## config.mk

```make
export PLATFORM = sky130hd
export DESIGN_NAME = trace_sink_wr
export DESIGN_NICKNAME = d
export VERILOG_FILES = /design/src/rtl/trsk_pkg.sv /design/src/rtl/trsk_regs.sv /design/src/rtl/trsk_wrpath.sv /design/src/rtl/trsk_classify.sv /design/src/rtl/trace_sink_wr.sv
export SDC_FILE = /design/constraint.sdc
export NUM_CORES = 1
export LEC_CHECK = 0
export BUFFER_PORTS_ARGS = -buffer_cell sky130_fd_sc_hd__buf_2
export CELL_PAD_IN_SITES_DETAIL_PLACEMENT = 1
export CELL_PAD_IN_SITES_GLOBAL_PLACEMENT = 1
export CORE_ASPECT_RATIO = 0.6
export CORE_MARGIN = 3
export CORE_UTILIZATION = 35
export CTS_BUF_LIST = sky130_fd_sc_hd__clkbuf_4
export CTS_CLUSTER_DIAMETER = 30
export DETAILED_ROUTE_END_ITERATION = 6
export GPL_ROUTABILITY_DRIVEN = 1
export PLACE_DENSITY = 0.64
export SETUP_SLACK_MARGIN = 0.3
export SLEW_MARGIN = 25
export SYNTH_ARGS = -nofsm -noshare
export SYNTH_HDL_FRONTEND = slang
export SYNTH_SLANG_ARGS = --single-unit
```

## constraint.sdc

```tcl
create_clock -name clk -period 4.5 [get_ports clk]
set_input_delay 0 -clock clk [delete_from_list [all_inputs] [get_ports clk]]
set_output_delay 0 -clock clk [all_outputs]
set_load 0.01 [all_outputs]
```

## src/rtl/trsk_pkg.sv

```systemverilog
package trsk_pkg;
  localparam int CTLW = 6;
  localparam int STW  = 16;

  localparam logic [1:0] SEL_BASE = 2'd0;
  localparam logic [1:0] SEL_WPTR = 2'd1;
  localparam logic [1:0] SEL_LIM  = 2'd2;
  localparam logic [1:0] SEL_STAT = 2'd3;

  localparam logic [1:0] MODE_FILL  = 2'b00;
  localparam logic [5:0] EC_OTHERS  = 6'h00;
  localparam logic [5:0] EC_STAGE1  = 6'h24;
  localparam logic [5:0] EC_STAGE2  = 6'h25;
  localparam logic [5:0] BSC_FILLED = 6'h01;

  typedef enum logic [1:0] {
    CLS_NONE  = 2'd0,
    CLS_WRAP  = 2'd1,
    CLS_SPUR  = 2'd2,
    CLS_FATAL = 2'd3
  } cls_e;

  typedef struct packed {
    logic [5:0] bsc;
    logic [5:0] ec;
    logic       stop;
    logic       wrap;
    logic       trig;
    logic       irq;
  } status_t;

  typedef struct packed {
    logic       nvm;
    logic [1:0] trig_mode;
    logic [1:0] fill_mode;
    logic       en;
  } limctl_t;
endpackage

```

## src/rtl/trsk_regs.sv

```systemverilog
module trsk_regs
  import trsk_pkg::*;
#(
  parameter int AW         = 16,
  parameter int PAGE_BITS  = 6,
  parameter int ALIGN_BITS = 2
) (
  input  logic          clk,
  input  logic          rst_n,
  input  logic          reg_wr,
  input  logic [1:0]    reg_sel,
  input  logic [AW-1:0] reg_wdata,
  output logic [AW-1:0] reg_rdata,
  input  logic          accept,
  input  logic          wrap_hit,
  input  logic [AW-1:0] wptr_adv,
  output logic          eng_en,
  output logic [1:0]    fill_sel,
  output logic [AW-1:0] base,
  output logic [AW-1:0] wptr,
  output logic [AW-1:0] lim_addr,
  output status_t       stat
);
  limctl_t       ctl, ctl_d;
  status_t       stat_d;
  logic [AW-1:0] base_d, wptr_d, lim_d, wptr_eng, page_cand, word_cand;
  logic          sel_base, sel_wptr, sel_lim, sel_stat;

  always_comb begin
    sel_base  = reg_wr && (reg_sel == SEL_BASE);
    sel_wptr  = reg_wr && (reg_sel == SEL_WPTR);
    sel_lim   = reg_wr && (reg_sel == SEL_LIM);
    sel_stat  = reg_wr && (reg_sel == SEL_STAT);
    page_cand = {reg_wdata[AW-1:PAGE_BITS], {PAGE_BITS{1'b0}}};
    word_cand = {reg_wdata[AW-1:ALIGN_BITS], {ALIGN_BITS{1'b0}}};
    wptr_eng  = accept ? wptr_adv : wptr;

    base_d = base;
    wptr_d = wptr_eng;
    lim_d  = lim_addr;
    ctl_d  = ctl;
    stat_d = stat;

    if (sel_base && !ctl.en) base_d = page_cand;
    if (sel_wptr && !ctl.en) wptr_d = word_cand;
    if (sel_lim) begin
      if (!reg_wdata[0]) begin
        ctl_d.en = 1'b0;
      end else if ((wptr_eng >= base) && (wptr_eng < page_cand)) begin
        ctl_d = limctl_t'(reg_wdata[CTLW-1:0]);
        lim_d = page_cand;
      end
    end
    if (sel_stat && !ctl.en) stat_d = status_t'(reg_wdata[STW-1:0]);
    if (wrap_hit) begin
      stat_d.irq  = 1'b1;
      stat_d.wrap = 1'b1;
      stat_d.stop = 1'b1;
      stat_d.ec   = EC_OTHERS;
      stat_d.bsc  = BSC_FILLED;
    end
  end

  always_ff @(posedge clk or negedge rst_n) begin
    if (!rst_n) begin
      base     <= '0;
      wptr     <= '0;
      lim_addr <= '0;
      ctl      <= '0;
      stat     <= '0;
    end else begin
      base     <= base_d;
      wptr     <= wptr_d;
      lim_addr <= lim_d;
      ctl      <= ctl_d;
      stat     <= stat_d;
    end
  end

  always_comb begin
    reg_rdata = '0;
    unique case (reg_sel)
      SEL_BASE: reg_rdata = base;
      SEL_WPTR: reg_rdata = wptr;
      SEL_LIM: begin
        reg_rdata[CTLW-1:0]        = ctl;
        reg_rdata[AW-1:PAGE_BITS]  = lim_addr[AW-1:PAGE_BITS];
      end
      default:  reg_rdata[STW-1:0] = stat;
    endcase
  end

  assign eng_en   = ctl.en;
  assign fill_sel = ctl.fill_mode;
endmodule

```

## src/rtl/trsk_wrpath.sv

```systemverilog
module trsk_wrpath #(
  parameter int AW = 16,
  parameter int DW = 8
) (
  input  logic          clk,
  input  logic          rst_n,
  input  logic          accept,
  input  logic [DW-1:0] tr_data,
  input  logic [AW-1:0] wptr,
  input  logic [AW-1:0] base,
  input  logic [AW-1:0] lim_addr,
  output logic [AW-1:0] wptr_adv,
  output logic          wrap_hit,
  output logic          mem_we,
  output logic [AW-1:0] mem_addr,
  output logic [DW-1:0] mem_wdata
);
  logic [AW-1:0] wptr_inc, addr_d;
  logic [DW-1:0] data_d;

  always_comb begin
    wptr_inc = wptr + {{(AW-1){1'b0}}, 1'b1};
    wrap_hit = accept && (wptr_inc == lim_addr);
    wptr_adv = wrap_hit ? base : wptr_inc;
    addr_d   = accept ? wptr : mem_addr;
    data_d   = accept ? tr_data : mem_wdata;
  end

  always_ff @(posedge clk or negedge rst_n) begin
    if (!rst_n) begin
      mem_we    <= 1'b0;
      mem_addr  <= '0;
      mem_wdata <= '0;
    end else begin
      mem_we    <= accept;
      mem_addr  <= addr_d;
      mem_wdata <= data_d;
    end
  end
endmodule

```

## src/rtl/trsk_classify.sv

```systemverilog
module trsk_classify
  import trsk_pkg::*;
#(
  parameter int AW = 16
) (
  input  logic          irq_f,
  input  logic          trig_f,
  input  logic          wrap_f,
  input  logic [5:0]    ec,
  input  logic [5:0]    bsc,
  input  logic [AW-1:0] wptr,
  input  logic [AW-1:0] base,
  output cls_e          cls
);
  always_comb begin
    if (!irq_f)
      cls = CLS_NONE;
    else if (trig_f || (ec == EC_STAGE1) || (ec == EC_STAGE2))
      cls = CLS_FATAL;
    else if (wrap_f && (ec == EC_OTHERS) && (bsc == BSC_FILLED) && (wptr == base))
      cls = CLS_WRAP;
    else
      cls = CLS_SPUR;
  end
endmodule

```

## src/rtl/trace_sink_wr.sv

```systemverilog
module trace_sink_wr
  import trsk_pkg::*;
#(
  parameter int AW         = 16,
  parameter int DW         = 8,
  parameter int PAGE_BITS  = 6,
  parameter int ALIGN_BITS = 2
) (
  input  logic          clk,
  input  logic          rst_n,
  input  logic          reg_wr,
  input  logic [1:0]    reg_sel,
  input  logic [AW-1:0] reg_wdata,
  output logic [AW-1:0] reg_rdata,
  input  logic          tr_valid,
  input  logic [DW-1:0] tr_data,
  output logic          tr_ready,
  output logic          mem_we,
  output logic [AW-1:0] mem_addr,
  output logic [DW-1:0] mem_wdata,
  output logic          irq,
  output logic [1:0]    irq_class,
  output logic          idle
);
  logic          rst_meta_n, rst_sync_n;
  logic          accept, wrap_hit, eng_en;
  logic [1:0]    fill_sel;
  logic [AW-1:0] base, wptr, lim_addr, wptr_adv;
  status_t       stat;
  cls_e          cls;

  // asynchronous assertion, synchronous release
  always_ff @(posedge clk or negedge rst_n) begin
    if (!rst_n) begin
      rst_meta_n <= 1'b0;
      rst_sync_n <= 1'b0;
    end else begin
      rst_meta_n <= 1'b1;
      rst_sync_n <= rst_meta_n;
    end
  end

  assign tr_ready  = eng_en && (fill_sel == MODE_FILL) && !stat.stop;
  assign accept    = tr_valid && tr_ready;
  assign irq       = stat.irq;
  assign irq_class = cls;
  assign idle      = !eng_en && !mem_we;

  trsk_regs #(.AW(AW), .PAGE_BITS(PAGE_BITS), .ALIGN_BITS(ALIGN_BITS)) u_regs (
    .clk, .rst_n(rst_sync_n), .reg_wr, .reg_sel, .reg_wdata, .reg_rdata,
    .accept, .wrap_hit, .wptr_adv, .eng_en, .fill_sel,
    .base, .wptr, .lim_addr, .stat
  );

  trsk_wrpath #(.AW(AW), .DW(DW)) u_wrpath (
    .clk, .rst_n(rst_sync_n), .accept, .tr_data, .wptr, .base, .lim_addr,
    .wptr_adv, .wrap_hit, .mem_we, .mem_addr, .mem_wdata
  );

  trsk_classify #(.AW(AW)) u_cls (
    .irq_f(stat.irq), .trig_f(stat.trig), .wrap_f(stat.wrap),
    .ec(stat.ec), .bsc(stat.bsc), .wptr, .base, .cls
  );
endmodule

```

==> reports/results.tsv, run 1 <==
stage	metric	value	unit
flow_run	maxcap violations	0	
floorplan	Ports	76	
sta	Final min period	4699	ps
placed_design	DP HPWL	17530	um
synth	Post-synth EDFFs	0	
synth	Synth Net Count	648	
route	vias	5606	
critical_path	crit path max fanout	8	
placed_design	IO Port Bufs	75	
synth	Syn Inst Count	596	
critical_path	worst setup path end	u_regs.lim_addr[9]$_DFFE_PN0P_	
finish	layout cells sized above 1	40.07	%
sta	crit share post-route	104.4	%
sta	worst slew pin tran	888.4	ps
synth	Avg Cell Area, Syn	9.229	um2
synth	post-synthesis sequential area ratio	38.67	%
route	DRC viols	0	
pwr	Leakage Power	3.582	nW
sta	unrepaired setup endpoints after global routing	yes	
placed_design	placed insts	934	
status	failing checks	negative setup slack	
synth	Synth cell types	74	
synth	#FFs+latches synth	85	
critical_path	worst flop-to-flop path startpoint	u_regs.wptr[4]$_DFF_PN0_	
route	Iter 0 DRT Violations	421	
finish	fillers	1728	
status	status	complete, but fails checks	
pwr	VDD IR-drop max	0.1727	mV
synth	synth top area cells	dfrtp_1 39%, nand2_1 8.7%, ha_1 5.0%	
floorplan	num rows	34	
floorplan	starting density of the core	36.84	%
route	ANT nets after route	0	
clock_network	CTS tree	done	
global_routing	first-pass GRT wire length	35890	um
sta	Fin Clk Skew	21.54	ps
placed_design	Cell Area, Placed	0.006868	mm2
sta	Max Slew Vio Count	0	
critical_path	crit end category	register	
synth	post-synthesis instance area	0.005500	mm2
critical_path	R2R Path End	u_regs.lim_addr[9]$_DFFE_PN0P_	
finish	fin cells	999	
floorplan	Die Width	167.8	um
floorplan	total core area	0.01493	mm2
clock_network	clock sink count	85	
placed_design	RD Place Congestion	1.003	
critical_path	arrival time worst endpoint	5050	ps
global_routing	GRT Resource Usage Total	27.57	%
route	Post-Route WL	23630	um
critical_path	Reg2Reg Setup Slack	-200	ps
sta	hold slack	238.1	ps
critical_path	worst path required time	4850	ps
finish	Layout area overhead	43.43	%
sta	Final Hold Viols	0	
placed_design	Place WS	-519.3	ps
clock_network	Num CTS Buffers	9	
sta	setup TNS	-2843	ps
route	vias per cell	5.612	
pwr	PD cells	378.2	mW/mm2
sta	final setup violation count	15	
synth	Synth area leader	dfrtp_1	
clock_network	clk slew on worst S/H paths	150	ps
hold_path	type of the worst min-delay path	reg2async	
critical_path	crit path kind	reg2reg	
critical_path	R2R depth	18	
route	Pre-antenna DRT Iters	4	
synth	Syn. warnings	0	
global_routing	initial antenna violation count	1	
global_routing	largest net degree at the start of global routing	61	
finish	Design Area, Final	0.007889	mm2
synth	ys flop type	dfrtp_1	
clock_network	clk buf depth	2	
global_routing	grt ovf	0	
sta	slack of the critical path	-199.5	ps
clock_network	H-tree levels	3	
finish	Final Net Count	849	
route	wire per inst	23.66	um
sta	f_max	212.8	MHz
clock_network	clock root buffer	clkbuf_4	
sta	Slew HR	40.59	%
synth	ys async rst share	100.0	%
finish	antenna cells	0	
synth	top cell type's share of synthesized area	38.67	%
floorplan	die height	103.1	um
critical_path	Worst setup SP type	register	
floorplan	die area	0.01731	mm2
global_routing	vias in the first global route	5835	
clock_network	clk_lat worst skew	470	ps
critical_path	crit path from	u_regs.wptr[4]$_DFF_PN0_	
where the power goes:
| part | leakage [nW] | internal [mW] | total, mW | switching [mW] |
|---|---|---|---|---|
| Combinational | 2.49 | 0.595 | 1.25 | 0.654 |
| Clock | 0.0780 | 0.222 | 0.523 | 0.301 |
| Sequential | 1.01 | 0.977 | 1.21 | 0.234 |
| Total | 3.58 | 1.79 | 2.98 | 1.19 |
cell usage after synthesis (3+ instances only):
cell type	number
nand2b_1	4
o211ai_1	6
and3_1	9
a211oi_1	11
xor2_1	4
ha_1	22
mux2_4	9
nand3_1	23
mux4_2	10
clkbuf_1	20
buf_2	13
o21a_1	5
nor2_1	32
o21ai_0	24
nor4_1	3
nand4_1	8
mux2_2	14
nor3_1	11
inv_1	24
buf_1	3
xnor2_1	18
a41oi_1	5
a21oi_1	9
and2_1	4
o311ai_1	3
dfrtp_1	85
a22o_1	10
nand2_1	127
a2111oi_0	3
or3_1	8
nor2b_1	7
o22ai_1	6
a21o_1	6
cells in the final DEF (no fill, tap or decap), types with 15 or more instances in the layout:
master | Yosys | routed
o21ai_0 | 24 | 23
dfrtp_1 | 85 | 80
dlygate4sd3_1 | 0 | 28
buf_2 | 13 | 75
buf_4 | 1 | 114
mux2_4 | 9 | 15
nor2_1 | 32 | 31
nand2_1 | 127 | 123
ha_1 | 22 | 15
nand3_1 | 23 | 18
inv_1 | 24 | 24
xnor2_1 | 18 | 17
worst max-delay path, stage by stage, from the launching register on:
cell       delay, ps
dfrtp_2          480
or2_4            300
nor3_4           130
o22ai_2          130
a2111oi_4        330
and3_4           310
nand2_4           80
buf_4            190
o311ai_4         300
ha_4             180
nand4_1          170
a2111oi_4        340
nand3_2          170
a221oi_4         390
o311ai_4         170
a221oi_4         320
buf_4            170
buf_12           140
mux2_4           300
state kept, by name, indices dropped and copies added (netlist names):
register,count
u_regs.stat,16
u_regs.wptr,16
u_wrpath.mem_addr,16
u_regs.base,10
u_regs.lim_addr,10
u_wrpath.mem_wdata,8
u_regs.ctl,3
u_regs.fill_sel,2
rst_meta_n,1
rst_sync_n,1
u_regs.eng_en,1
u_wrpath.mem_we,1
metrics by stage:
| stage | power (mW) | util (%) |
|---|---|---|
| floorplan | 1.757 | - |
| global placement | 2.265 | 45.99 |
| detailed placement | 2.311 | 45.99 |
| CTS | 2.954 | 52.29 |
| global route | 3.155 | 52.83 |
| finish | 2.983 | 52.83 |
repair_timing:
item                                    in CTS  in global routing
hold buffers                                28                  0
hold endpoints to repair                    67                  0
gates resized for setup                     68                  9
gates cloned                                 1                  0
endpoints found under the setup margin      16                 16
buffers inserted                            15                  6
pin swaps                                   19                  5
worst min-delay path by stage:
| stage | cells after the start | start | endpoint |
|---|---|---|---|
| after floorplan | 0 | rst_n | rst_meta_n$_DFF_PN0_ |
| after global placement | 1 | rst_n | rst_meta_n$_DFF_PN0_ |
| after detailed placement | 1 | rst_n | rst_meta_n$_DFF_PN0_ |
| after CTS | 4 | tr_data[1] | u_wrpath.mem_wdata[1]$_DFFE_PN0P_ |
| after global routing | 4 | tr_data[6] | u_wrpath.mem_wdata[6]$_DFFE_PN0P_ |
| final | 0 | rst_sync_n$_DFF_PN0_ | u_wrpath.mem_addr[13]$_DFFE_PN0P_ |
area by class of cell:
type                            instances  area [um2]  area share, %
Clock buffer                            9       67.56         0.8565
Clock inverter                          6       88.84          1.126
Inverter                               25       93.84          1.190
Multi-Input combinational cell        446        3555          45.06
Sequential cell                        85        2136          27.07
Tap cell                              198       247.7          3.140
Timing Repair Buffer                  230        1700          21.55
per-layer routing:
layer  share of wire [%]  up-vias  global-route usage (%)
li1                    -     2508                       -
met1                  48     2861                   40.23
met2                  42      212                   41.32
met3                 8.9       23                   8.084
met4                0.83        2                   4.525
met5               0.030        -                       0
logic make-up after synthesis:
group | count (synthesis) | synth area share (%)
multiplexers | 35 | 9.804
buffers and inverters | 65 | 5.277
adder cells (fa/ha/maj) | 22 | 5.004
other | 1 | 0.06818
AND/OR/NAND/NOR | 256 | 22.66
XOR/XNOR | 23 | 3.913
AO/OA/AOI/OAI | 109 | 14.60
flip-flops | 85 | 38.67
Note: power is estimated with default switching activity, not from simulation.
==> inputs of run 2 (changes only) <==
==> constraint.sdc (replaced) <==
create_clock -name clk -period 5.95 [get_ports clk]
set_input_delay 0 -clock clk [delete_from_list [all_inputs] [get_ports clk]]
set_output_delay 0 -clock clk [all_outputs]
set_load 0.01 [all_outputs]
==> reports/results.tsv, run 2 (same netlist as run 1, synthesis figures left out) <==
stage	metric	value	unit	change
status	status	finished, final reports clean		
clock_network	clk slew on worst S/H paths	140	ps	about the same
critical_path	crit path max fanout	16		+8
finish	footprint of the multi-input gates	0.003161	mm2	-11%
critical_path	crit end category	register		
sta	Slew HR	27.20	%	-13 points
route	ANT nets after route	0		unchanged
sta	Fin Clk Skew	23.79	ps	+2.253 ps
flow_run	maxcap violations	0		unchanged
floorplan	die area	0.01731	mm2	unchanged
critical_path	worst path required time	6320	ps	+1470 ps
placed_design	placed insts	847		-9.3%
global_routing	largest net degree at the start of global routing	61		unchanged
sta	Max Slew Vio Count	0		unchanged
finish	Final Net Count	739		-13%
clock_network	clock root buffer	clkbuf_4		
placed_design	DP HPWL	15740	um	-10%
hold_path	type of the worst min-delay path	in2reg		
clock_network	CTS tree	done		
global_routing	vias in the first global route	5132		-12%
global_routing	GRT Resource Usage Total	24.48	%	-3.1 points
sta	unrepaired setup endpoints after global routing	no		
placed_design	IO Port Bufs	75		unchanged
critical_path	R2R depth	17		-1
hold_path	hold path depth	4		
clock_network	Num CTS Buffers	9		unchanged
clock_network	post-CTS setup buffers	0		-15
global_routing	initial antenna violation count	0		-1
floorplan	starting density of the core	36.84	%	unchanged
pwr	internal power	1.246	mW	-31%
pwr	Reg power frac	45.1	%	+4.5 points
pwr	PD cells	312.6	mW/mm2	-17%
route	Iter 0 DRT Violations	421		unchanged
floorplan	Ports	76		unchanged
route	vias per cell	5.736		+2.2%
pwr	Leakage Power	2.956	nW	-17%
finish	antenna cells	0		unchanged
finish	commonest non-fill, non-tap cells in the layout	124 x nand2_1, 82 x dfrtp_1, 75 x buf_2, 31 x nor2_1, 27 x dlygate4sd3_1		
finish	largest registers	u_regs.stat: 16 flops, u_regs.wptr: 16 flops, u_wrpath.mem_addr: 16 flops		
sta	f_max	185.8	MHz	-13%
placed_design	RD Place Congestion	0.9406		-6.2%
sta	final setup violation count	0		-15
floorplan	die height	103.1	um	unchanged
finish	fin cells	890		-11%
sta	Final min period	5381	ps	+681.4 ps
clock_network	clk_lat worst skew	480	ps	about the same
sta	worst slew pin tran	1088	ps	+199.6 ps
clock_network	clk buf depth	2		unchanged
finish	layout cells sized above 1	24.57	%	-16 points
critical_path	Worst setup SP type	register		
global_routing	grt ovf	0		unchanged
pwr	VDD IR-drop max	0.1302	mV	-25%
route	wire per inst	23.44	um	-0.91%
floorplan	num rows	34		unchanged
floorplan	Die Width	167.8	um	unchanged
floorplan	total core area	0.01493	mm2	unchanged
route	DRC viols	0		unchanged
pwr	switching power	0.8156	mW	-31%
route	Post-Route WL	20860	um	-12%
pwr	switching part of the total	39.57	%	-0.27 points
clock_network	clock sink count	85		unchanged
finish	Design Area, Final	0.006595	mm2	-16%
sta	Final Hold Viols	0		unchanged
placed_design	Cell Area, Placed	0.006086	mm2	-11%
finish	Layout area overhead	19.90	%	
sta	crit share post-route	90.43	%	-14 points
pwr	Comb power frac	35.1	%	-6.8 points
clock_network	H-tree levels	3		unchanged
critical_path	Reg2Reg Setup Slack	570	ps	+770 ps
route	vias	5105		-8.9%
finish	commonest non-fill, non-tap cell in the layout	nand2_1		
finish	fillers	1774		+2.7%
finish	Reg area	0.002133	mm2	-0.12%
pwr	Clock Power Share	19.8	%	+2.3 points
global_routing	first-pass GRT wire length	31680	um	-12%
critical_path	arrival time worst endpoint	5750	ps	+700 ps
route	Pre-antenna DRT Iters	5		+1
critical_path	crit path kind	reg2reg		
==> run 2: timing repair <==
action,CTS,global route
gates resized for setup,6,11
setup endpoints to repair,16,16
hold buffers,27,0
endpoints found under the hold margin,66,0
==> run 2: final timing paths <==
check                                                   to                      from
setup / recovery           u_regs.lim_addr[11]$_DFFE_PN0P_  u_regs.wptr[5]$_DFF_PN0_
hold / removal                    u_regs.wptr[0]$_DFF_PN0_                  tr_valid
setup reg to reg           u_regs.lim_addr[11]$_DFFE_PN0P_  u_regs.wptr[5]$_DFF_PN0_
hold reg to reg                u_regs.base[14]$_DFFE_PN0P_      rst_sync_n$_DFF_PN0_
max in group asynchronous         u_regs.wptr[6]$_DFF_PN0_      rst_sync_n$_DFF_PN0_
min in group asynchronous      u_regs.base[14]$_DFFE_PN0P_      rst_sync_n$_DFF_PN0_
==> run 2: area by class of cell <==
type,instances,share of cell area (%)
Tap cell,198,3.756
Multi-Input combinational cell,446,47.92
Clock buffer,11,1.252
Timing Repair Buffer,120,12.03
Sequential cell,85,32.35
Inverter,25,1.423
Clock inverter,5,1.271
==> run 2: stage by stage <==
step | hold WS, ps | setup TNS [ps] | setup slack, ps | total power [mW] | util [%]
floorplan | -295.6 | 0 | 1140 | 1.316 | -
global placement | -215.8 | 0 | 104.0 | 1.609 | 40.76
detailed placement | -209.5 | -3413 | -257.2 | 1.634 | 40.76
CTS | 38.05 | 0 | 312.1 | 2.063 | 43.87
global route | 63.32 | 0 | 326.0 | 2.188 | 44.17
finish | 71.42 | 0 | 569.1 | 2.061 | 44.17
==> run 2: worst max-delay path, cell delays in order, from the launching register on <==
cell	delay [ps]
dfrtp_1	590
nand3_2	290
nor2_2	340
o22ai_1	150
a2111oi_2	410
and3_1	290
nand2_2	170
buf_4	230
o211ai_1	460
ha_1	350
nand2_1	110
or4_1	250
o21ai_1	140
a221oi_1	340
o311ai_1	240
a221oi_4	360
buf_12	220
mux2_2	350
==> run 2: metal layers <==
| layer | wire, um | share of wire [%] | global-route usage, % | vias up |
|---|---|---|---|---|
| met5 | 0 | 0 | 0 | - |
| met4 | 159 | 0.76 | 3.834 | 0 |
| met3 | 1489 | 7.1 | 4.981 | 12 |
| met2 | 8404 | 40 | 34.76 | 183 |
| met1 | 10810 | 52 | 38.66 | 2615 |
| li1 | - | - | - | 2295 |
==> run 2: power groups by stage <==
stage          combinational, mW  clock (mW)  sequential [mW]
6_report                   0.724       0.408            0.929
5_1_grt                    0.797       0.441            0.950
4_1_cts                    0.724       0.418            0.921
3_5_place_dp               0.702           0            0.933
3_3_place_gp               0.688           0            0.921
2_1_floorplan              0.420           0            0.896
==> inputs of run 3 (changes only) <==
--- a/config.mk
+++ b/config.mk
@@ -15,9 +15,10 @@
 export CTS_CLUSTER_DIAMETER = 30
 export DETAILED_ROUTE_END_ITERATION = 6
 export GPL_ROUTABILITY_DRIVEN = 1
-export PLACE_DENSITY = 0.64
+export PLACE_DENSITY = 0.62
 export SETUP_SLACK_MARGIN = 0.3
 export SLEW_MARGIN = 25
 export SYNTH_ARGS = -nofsm -noshare
 export SYNTH_HDL_FRONTEND = slang
+export SYNTH_HIERARCHICAL = 1
 export SYNTH_SLANG_ARGS = --single-unit
==> reports/results.tsv, run 3 <==
stage	metric	value	unit	change
clock_network	Num CTS Buffers	9		unchanged
finish	Layout area overhead	16.20	%	
critical_path	crit path kind	reg2reg		
floorplan	Die Width	173.0	um	+3.0%
synth	Avg Cell Area, Syn	10.82	um2	+17%
critical_path	Worst path most repeated cell	mux2_2		
sta	Fin Clk Skew	17.32	ps	-6.470 ps
global_routing	initial antenna violation count	0		unchanged
placed_design	RD Place Congestion	0.8247		-12%
pwr	Leakage Power	3.007	nW	+1.7%
finish	Final Net Count	683		-7.6%
finish	commonest non-fill, non-tap cells in the layout	81 x dfrtp_1, 75 x buf_2, 59 x mux2_2, 55 x nand2_1, 31 x xnor2_1		
finish	layout cells sized above 1	33.23	%	+8.7 points
synth	post-synthesis sequential area ratio	36.34	%	-2.3 points
finish	largest registers	u_regs/stat: 16 flops, u_regs/wptr: 16 flops, u_wrpath/mem_addr: 16 flops		
critical_path	Worst setup SP type	register		
route	Pre-antenna DRT Iters	5		unchanged
critical_path	Crit-path slowest cell	dfrtp_1		
placed_design	IO Port Bufs	75		unchanged
route	wire per inst	21.79	um	-7.1%
clock_network	H-tree levels	3		unchanged
critical_path	crit end category	register		
global_routing	grt ovf	0		unchanged
floorplan	total core area	0.01585	mm2	+6.2%
sta	unrepaired setup endpoints after global routing	no		
global_routing	GRT Resource Usage Total	20.49	%	-4.0 points
sta	Final min period	5440	ps	+59.04 ps
synth	Post-synth EDFFs	0		unchanged
clock_network	clk slew on worst S/H paths	160	ps	+20 ps
sta	slack of the critical path	510.1	ps	-59.04 ps
global_routing	largest net degree at the start of global routing	45		-26%
placed_design	Place WS	485.0	ps	+742.2 ps
critical_path	Cell Chain, Critical Path	nand3_2 -> nor4_4 -> xnor2_1 -> and4_4 -> nand4_4 -> mux2_4 -> mux2_2 -> ha_1 -> a21oi_2 -> nand2_1 -> a2111oi_2 -> o21ai_1 -> a211oi_4 -> buf_12 -> mux2_2		
global_routing	vias in the first global route	4822		-6.0%
route	DRC viols	0		unchanged
floorplan	num rows	35		+2.9%
pwr	VDD IR-drop max	0.2198	mV	+69%
clock_network	clock sink count	85		unchanged
synth	Synth area leader	dfrtp_1		
clock_network	clk buf depth	2		unchanged
route	Post-Route WL	18740	um	-10%
floorplan	Ports	76		unchanged
synth	synth top area cells	dfrtp_1 36%, mux2_2 11%, xnor2_1 4.6%		
sta	crit share post-route	91.43	%	+0.99 points
clock_network	clk_lat worst skew	470	ps	about the same
sta	worst slew pin tran	852.1	ps	-235.9 ps
sta	final setup violation count	0		unchanged
finish	fillers	1813		+2.2%
pwr	PD cells	475.1	mW/mm2	+52%
finish	commonest non-fill, non-tap cell in the layout	dfrtp_1		
synth	#FFs+latches synth	85		unchanged
placed_design	DP HPWL	14300	um	-9.1%
finish	antenna cells	0		unchanged
synth	Synth cell types	66		-11%
sta	Max Slew Vio Count	0		unchanged
floorplan	die height	106.2	um	+3.0%
clock_network	clock root buffer	clkbuf_4		
route	vias	4562		-11%
sta	Slew HR	43.04	%	+16 points
route	Iter 0 DRT Violations	291		-31%
synth	count leader, synth	dfrtp_1		
global_routing	first-pass GRT wire length	28910	um	-8.8%
synth	Syn Inst Count	541		-9.2%
synth	ys flop type	dfrtp_1		
route	ANT nets after route	0		unchanged
sta	Final Hold Viols	0		unchanged
hold_path	type of the worst min-delay path	in2reg		
critical_path	worst path required time	6320	ps	about the same
sta	f_max	183.8	MHz	-1.1%
floorplan	die area	0.01836	mm2	+6.1%
synth	synth cell count leaders	85 x dfrtp_1, 59 x mux2_2, 55 x nand2_1, 31 x xnor2_1, 28 x inv_1		
critical_path	arrival time worst endpoint	5810	ps	+60 ps
flow_run	maxcap violations	0		unchanged
sta	setup TNS	0	ps	unchanged
clock_network	CTS tree	done		
critical_path	crit path max fanout	14		-2
floorplan	starting density of the core	36.92	%	+0.086 points
synth	post-synthesis instance area	0.005853	mm2	+6.4%
status	status	finished, final reports clean		
synth	ys async rst share	100.0	%	unchanged
synth	Syn. warnings	6		+6
synth	top cell type's share of synthesized area	36.34	%	-2.3 points
route	vias per cell	5.305		-7.5%
critical_path	max incr delay on CP	760	ps	+170 ps
-- run 3: final cells by class --
| type | instances | area [um2] | area share [%] |
|---|---|---|---|
| inverter | 28 | 105.1 | 1.545 |
| sequential | 85 | 2135 | 31.38 |
| clock buffer | 9 | 67.56 | 0.9934 |
| timing repair buffer | 109 | 738.2 | 10.85 |
| multi-input combinational | 400 | 3430 | 50.42 |
| tap | 222 | 277.8 | 4.084 |
| clock inverter | 7 | 48.80 | 0.7174 |
-- run 3: path summary, 6_finish.rpt --
kind	start	end	slack, ps	cells past startpoint
worst max-delay path	u_regs/wptr[3]$_DFF_PN0_	u_regs/ctl[5]$_DFFE_PN0P_	510	15
worst min-delay path	tr_valid	u_wrpath/mem_we$_DFF_PN0_	190	3
worst max register to register	u_regs/wptr[3]$_DFF_PN0_	u_regs/ctl[5]$_DFFE_PN0P_	510	15
worst min register to register	rst_sync_n$_DFF_PN0_	u_wrpath/mem_addr[8]$_DFFE_PN0P_	340	0
max in group asynchronous	rst_sync_n$_DFF_PN0_	u_regs/wptr[0]$_DFF_PN0_	4950	1
min in group asynchronous	rst_sync_n$_DFF_PN0_	u_wrpath/mem_addr[8]$_DFFE_PN0P_	340	0
-- run 3: report_power, final --
part	internal (mW)	switching, mW	total (mW)
Sequential	0.819	0.418	1.24
Clock	0.0867	0.228	0.315
Combinational	0.834	0.845	1.68
-- run 3: logic make-up (layout without fill, tap and decap cells) --
logic type	count (synthesis)	after routing	share of synthesized area, %
xor+xnor	50	50	8.187
buf+inv	67	153	6.135
fa+ha+maj	20	20	4.275
simple gates	151	151	15.52
compound gates	71	71	8.337
flops	85	85	36.34
other cells	2	13	0.1283
mux	95	95	21.08
-- run 3: critical path, delay by kind of cell (launching register included) --
kind | cells | cell delay (ps)
XOR/XNOR | 1 | 200
multiplexers | 3 | 1040
adder cells (fa/ha/maj) | 1 | 320
AND/OR/NAND/NOR | 5 | 1540
buffers and inverters | 1 | 220
flip-flops | 1 | 760
AO/OA/AOI/OAI | 4 | 1230
-- run 3: timing repair --
item / 4_1_cts / 5_1_grt
endpoints found under the hold margin: 66 / 0
setup buffers: 0 / 0
endpoints found under the setup margin: 0 / 11
gates resized for setup: 0 / 4
hold buffers: 27 / 0
-- run 3: metal layers --
| metal | vias up | share of wire (%) | track usage [%] |
|---|---|---|---|
| li1 | 2098 | - | - |
| met2 | 97 | 44 | 31.15 |
| met1 | 2360 | 51 | 30.38 |
| met5 | - | 0 | 0 |
| met3 | 7 | 4.5 | 4.461 |
| met4 | 0 | 0.57 | 3.179 |
-- run 3: metrics by stage --
step	instance area [um2]	util [%]	power, mW	hold WS [ps]	cells
after floorplan	5894	-	2.301	-295.6	552
after global placement	6356	40.09	2.840	-215.1	814
after detailed placement	6399	40.36	2.897	-211.4	816
after CTS	6785	42.80	3.237	164.2	859
after global routing	6802	42.90	3.463	164.5	860
final	6802	42.90	3.232	186.5	860
